`src/rtl/pt_walker.sv`:
```
module pt_walker #(
  parameter int LEVELS = 3,
  parameter int IDX_W  = 4,
  parameter int PPN_W  = 12
) (
  input  logic                      clk,
  input  logic                      rst_n,
  input  logic                      req_valid,
  output logic                      req_ready,
  input  logic [LEVELS*IDX_W-1:0]   req_vpn,
  input  logic                      req_write,
  input  logic [PPN_W-1:0]          root_ppn,
  output logic                      rsp_valid,
  output logic                      rsp_fault,
  output logic [$clog2(LEVELS)-1:0] rsp_level,
  output logic [PPN_W-1:0]          rsp_ppn,
  output logic [1:0]                rsp_prot,
  output logic                      mem_req_valid,
  input  logic                      mem_req_ready,
  output logic                      mem_we,
  output logic [PPN_W+IDX_W-1:0]    mem_addr,
  output logic [PPN_W+4:0]          mem_wdata,
  input  logic                      mem_rsp_valid,
  input  logic [PPN_W+4:0]          mem_rdata
);
  localparam int VPN_W = LEVELS * IDX_W;
  localparam int LVL_W = $clog2(LEVELS);
  localparam int DW    = PPN_W + 5;
  localparam logic [LVL_W-1:0] LAST = LVL_W'(LEVELS - 1);

  typedef enum logic [2:0] {S_IDLE, S_READ, S_WAIT, S_WB, S_RESP} st_t;

  st_t               st;
  logic [LVL_W-1:0]  lvl;
  logic [VPN_W-1:0]  vpn_q;
  logic              wr_q;
  logic [PPN_W-1:0]  base_q;
  logic [DW-1:0]     pte_q;
  logic              fault_q;
  logic [VPN_W-1:0]  vpn_sh;
  logic [DW-1:0]     upd;

  assign vpn_sh = vpn_q >> (IDX_W * (LEVELS - 1 - int'(lvl)));
  assign upd    = mem_rdata | DW'({wr_q, 1'b1, 1'b0});

  assign req_ready     = (st == S_IDLE);
  assign rsp_valid     = (st == S_RESP);
  assign rsp_fault     = fault_q;
  assign rsp_level     = lvl;
  assign rsp_ppn       = pte_q[DW-1:5];
  assign rsp_prot      = pte_q[4:3];
  assign mem_req_valid = (st == S_READ) || (st == S_WB);
  assign mem_we        = (st == S_WB);
  assign mem_addr      = {base_q, vpn_sh[IDX_W-1:0]};
  assign mem_wdata     = pte_q;

  always_ff @(posedge clk) begin
    if (!rst_n) begin
      st      <= S_IDLE;
      lvl     <= '0;
      vpn_q   <= '0;
      wr_q    <= 1'b0;
      base_q  <= '0;
      pte_q   <= '0;
      fault_q <= 1'b0;
    end else begin
      case (st)
        S_IDLE: if (req_valid) begin
          vpn_q   <= req_vpn;
          wr_q    <= req_write;
          base_q  <= root_ppn;
          lvl     <= '0;
          fault_q <= 1'b0;
          pte_q   <= '0;
          st      <= S_READ;
        end
        S_READ: if (mem_req_ready) st <= S_WAIT;
        S_WAIT: if (mem_rsp_valid) begin
          if (!mem_rdata[0]) begin
            fault_q <= 1'b1;
            pte_q   <= '0;
            st      <= S_RESP;
          end else if (lvl == LAST) begin
            pte_q <= upd;
            st    <= (upd != mem_rdata) ? S_WB : S_RESP;
          end else begin
            base_q <= mem_rdata[DW-1:5];
            lvl    <= lvl + 1'b1;
            st     <= S_READ;
          end
        end
        S_WB:   if (mem_req_ready) st <= S_RESP;
        default: st <= S_IDLE;
      endcase
    end
  end
endmodule


```
`config.mk`:
```
export PLATFORM = sky130hd
export DESIGN_NAME = pt_walker
export DESIGN_NICKNAME = d
export VERILOG_FILES = /design/src/rtl/pt_walker.sv
export SDC_FILE = /design/constraint.sdc
export NUM_CORES = 1
export LEC_CHECK = 0
export CAP_MARGIN = 20
export CORE_ASPECT_RATIO = 0.7
export CORE_UTILIZATION = 41
export CTS_CLUSTER_DIAMETER = 150
export DETAILED_ROUTE_END_ITERATION = 6
export GPL_TIMING_DRIVEN = 0
export PLACE_DENSITY_LB_ADDON = 0.25
export SLEW_MARGIN = 0
export SYNTH_ARGS = -nofsm -noshare
export SYNTH_HDL_FRONTEND = slang
export SYNTH_SLANG_ARGS = --single-unit
```
`constraint.sdc`:
```
create_clock -name clk -period 1.9 [get_ports clk]
set_input_delay 0.19 -clock clk [delete_from_list [all_inputs] [get_ports clk]]
set_output_delay 0.19 -clock clk [all_outputs]
set_load 0.03 [all_outputs]
```
Word-level counts from Yosys, hierarchy flattened
Cells that the tools add are included.

word-level totals
  bits in registers = 48
  bits of input ports = 47
  output and inout port bits = 54
  logic and storage cells = 60

operators by class
  $add $sub $neg = 2
  equality and inequality tests = 14
  shifts and indexed selects = 1
  mux-type cells = 27
  bitwise logic cells = 1
  reductions and logical operators = 8

operator list
  cell                                             count
  two-way mux 17 bit                               4
  two-way mux 12 bit                               4
  one-hot mux 17 bit (2 select lines)              1
  >> shifter 12 x 32 -> 4 bit                      1
  one-hot mux 12 bit (2 select lines)              1
  two-way mux 3 bit                                7
  inequality test 17 bit                           1
  bitwise OR 17 x 3 -> 17 bit                      1
  inequality test 2 bit, second input constant     7
  one-hot mux 3 bit (4 select lines)               1
  AND reduction 4 bit                              3
  two-way mux 2 bit                                4
  == test 3 x 2 -> 1 bit, second input constant    2
  AND reduction 5 bit                              1
  one-hot mux 2 bit (2 select lines)               1
  == test 3 x 1 -> 1 bit, second input constant    1
  == test 3 bit, second input constant             1
  logical NOT 3 bit                                1
  two-way mux 1 bit                                3
  inequality test 3 bit, second input constant     1
  subtractor 2 x 2 -> 3 bit, first input constant  1
  adder 2 x 1 -> 2 bit, second input constant      1
  == test 2 bit, second input constant             1
  one-hot mux 1 bit (2 select lines)               1
  3 further kinds                                  3

Logic depth before layout (Yosys ltp)
  depth after elaboration = 7
  depth in mapped cells = 7

Least setup slack after synthesis
No wires, ideal clock.

  path type = register -> output
  from = reg lvl[0], in the netlist rsp_level[0]
  to = out mem_addr[0]
  arrival time = 1.900 ns
  slack = -0.190 ns
  cell stages (with the launch flop) = 8
  path buffers = 1
  cells stage by stage = dfxtp_1 > inv_1 > ha_1 > clkbuf_1 > mux2i_1 > nor2_1 > a21oi_1 > nor2_1

between the ends
  longest elaborated chain between the ends = 2

RTL lines
  what                         line  text
  from (decl)                  34    logic [LVL_W-1:0] lvl;
  from (signal assigned)       88    lvl <= lvl + 1'b1;
  subtractor 2 x 2 -> 3 bit    43    assign vpn_sh = vpn_q >> (IDX_W * (LEVELS - 1 - int'(lvl)));
  >> shifter 12 x 32 -> 4 bit  43
  to (decl)                    21    output logic [PPN_W+IDX_W-1:0] mem_addr,

No other way between the ends.

Final worst setup path
Ends and elaborated chain as after synthesis.

==> run summary <==
Die ar. = 5740 sq um
Multi-input gate area = 1070 sq um
Maximum vdd ir drop = 0.000429 V
Worst path cell trace = inv_6, ha_4, mux2i_1, nor2_1, a21oi_2, nor2_2, buf_2
Worst Path Max Fanout = 6
DR WL/cell = 13.8 microns
Longest Clk Path Bufs = 2
Yosys top cell area share = 42.2%
GRT Max-Usage Layer = met2
Slew headroom = 64.7%
Area growth, synth to finish = 55.9%
CTS buffer count = 5
Via count = 2,268
Clk_skew = 6.64 ps
Final #Nets = 428
Synth cell types = 37
Port Buffers = 100
P_sw = 0.701 mW
Largest net degree at the start of global routing = 19
Crit path launch type = register
Slew @ Worst Pin = 530 ps
Filler cell count = 477
WP buf/inv = 2
Core area = 5230 sq um
Syn_nets = 320
Crit path required time = 1710 ps
Slew Viols, Final = 0
Crit path arrival time = 1660 ps
Post-route clock period utilization = 97.3%
Post-synth top cells = 57 x nand2_1, 47 x dfxtp_1, 31 x a21oi_1, 20 x o21ai_0, 18 x buf_4
EDFF count, synth = 0
Primary FF master, synth = dfxtp_1
Endpoints failing hold = 0
Cell accounting for the most synthesized area = dfxtp_1
Final Power = 2.43 mW
Overall Global Routing Usage = 22.4%
Critical path's largest stage delay = 380 ps
Via/cell ratio = 5.02
Mapped cell area = 2230 sq um
M3 GR Usage = 4.71%
Status = completed
First-pass GRT wire length = 10,400 microns
Top delay family on crit path = flip-flops
Min cycle time layout = 1850 ps
Vias in the first global route = 2,132
Sequential share of power = 44.2%
Cell leakage power = 1.36 nW
Final Wtd Congestion = 0.878
Post-synthesis sequential area ratio = 42.2%
Clock latency on the worst-skew pair = 310 ps
Chip Width = 90.2 microns
Mean Syn Cell Area = 8.23 sq um
Initial Util = 42.7%
DR pass1 iterations = 4
Synth warn = 0
I/O Pins = 101
Clk network pwr share = 31.8%
Layout cell share with drive strength beyond 1 = 15.0%
Die Span Y = 63.7 microns
RSZ-0062 raised after global routing = yes
Setup violations, final = 0
HPWL Detailed = 4530 microns
Overall routed net length = 6220 microns
PD cells = 699 nW/um^2
Synth top area cells = dfxtp_1 42%, nand2_1 9.6%, mux2i_1 7.2%
P_int = 1.73 mW
Initial antenna violation count = 0
Cell count after synthesis = 271
Ys async rst share = 0%
Residual antenna-violating net count after detailed routing = 0
Quantity of hold-fixing buffers added after cts = 0
Critical Path End Type = output port
Count leader, synth = nand2_1
Site row count = 22
F_max = 541 MHz
DRC viols = 0
Sw frac = 28.8%
Root buffer cell = clkbuf_8
H-tree depth = 2
GRT overflow = 0
Met1 usage = 32.1%
Comb power frac = 24.1%
Seq cells post-synth = 47
Worst-path clk slew = 90 ps
Iter 0 DRT Violations = 107
Routing usage on met2 = 34.1%
Max-cap violations = 0
Ant diodes = 0
Slowest CP cell = dfxtp_4
Reg area = 946 sq um
WS Path Type = register to output port
Setup_tns = 0 ps
CTS tree = done
Hold crit path type = primary input to register
Clk sinks = 47
## cell type report
type,count,area share (%)
multi-input combinational,183,30.8
clock inverter,2,1.01
timing repair buffer,103,28.9
inverter,7,0.900
tap,72,2.59
clock buffer,6,2.37
buffer,32,6.23
sequential,47,27.2
## power by group through the flow
stage | clock network, mW | registers [mW] | logic, mW
after global routing | 0.824 | 1.08 | 0.631
after global placement | 0 | 1.09 | 0.581
after CTS | 0.784 | 1.07 | 0.579
after floorplan | 0 | 1.16 | 0.264
after detailed placement | 0 | 1.10 | 0.585
final | 0.772 | 1.07 | 0.585
## placed cells by master, fill, tap and decap left out, drive strengths merged, types with 7 or more instances in the layout
cell and n:
clkdlybuf4s50 92, mux2i 16, a21oi 32, nand2 58
inv 7, o22ai 15, nor2 12, dfxtp 47
clkbuf 13, buf 33, o21ai 20
## per-stage QoR
stage	cells	instance area [sq um]	setup WS, ps	util [%]	hold WS, ps
6_report	452	3480	52.1	66.5	431
5_1_grt	452	3480	-34.9	66.5	444
4_1_cts	450	3450	-59.5	65.9	425
3_5_place_dp	443	3330	-436	63.7	450
3_3_place_gp	443	3330	-441	63.7	442
2_1_floorplan	271	2240	106	-	301
## per-layer routing
layer,part of all wire [%],up-vias,wire [microns]
li1,-,1135,-
met1,50,1040,3140
met2,42,86,2590
met3,6.8,7,422
met4,1.0,0,63
met5,0,-,0
## path summary, 6_finish.rpt
kind | cells after the start | startpoint | slack [ps] | to
max | 7 | rsp_level[0]$_SDFFE_PN0P_ | 50 | mem_addr[0]
min | 3 | req_vpn[7] | 430 | vpn_q[7]$_SDFFE_PN0P_
min reg2reg | 2 | vpn_q[10]$_SDFFE_PN0P_ | 460 | vpn_q[10]$_SDFFE_PN0P_
max reg2reg | 6 | st[2]$_SDFFE_PN0P_ | 230 | mem_wdata[11]$_SDFFE_PN0P_
## registers in the layout, indices dropped and copies added, names as in the netlist
signal / cells
rsp_level: 2
rsp_fault: 1
vpn_q: 12
base_q: 12
wr_q: 1
mem_wdata: 16
st: 3
## worst reg2reg max path, cell delays in order (launching register included)
cell and delay [ps]:
dfxtp_1 320, buf_6 130, or2_1 210, buf_2 160, nor2_1 370, buf_4 270
o22ai_1 90
## kinds of logic (layout without fill, tap and decap cells)
family          count (synthesis)  after routing  share of synthesized area (%)
simple gates                   88             88                           18.2
compound gates                 77             77                           20.1
flops                          47             47                           42.2
buf+inv                        41            150                           11.2
mux                            16             16                           7.18
fa+ha+maj                       2              2                           1.12
## repair_timing
item | 4_1_cts | 5_1_grt
cloned | 0 | 0
buffers inserted | 1 | 2
resized for setup | 27 | 14
pin swaps | 1 | 3
setup endpoints to repair | 8 | 5
Power figures use the tool's default switching activity.
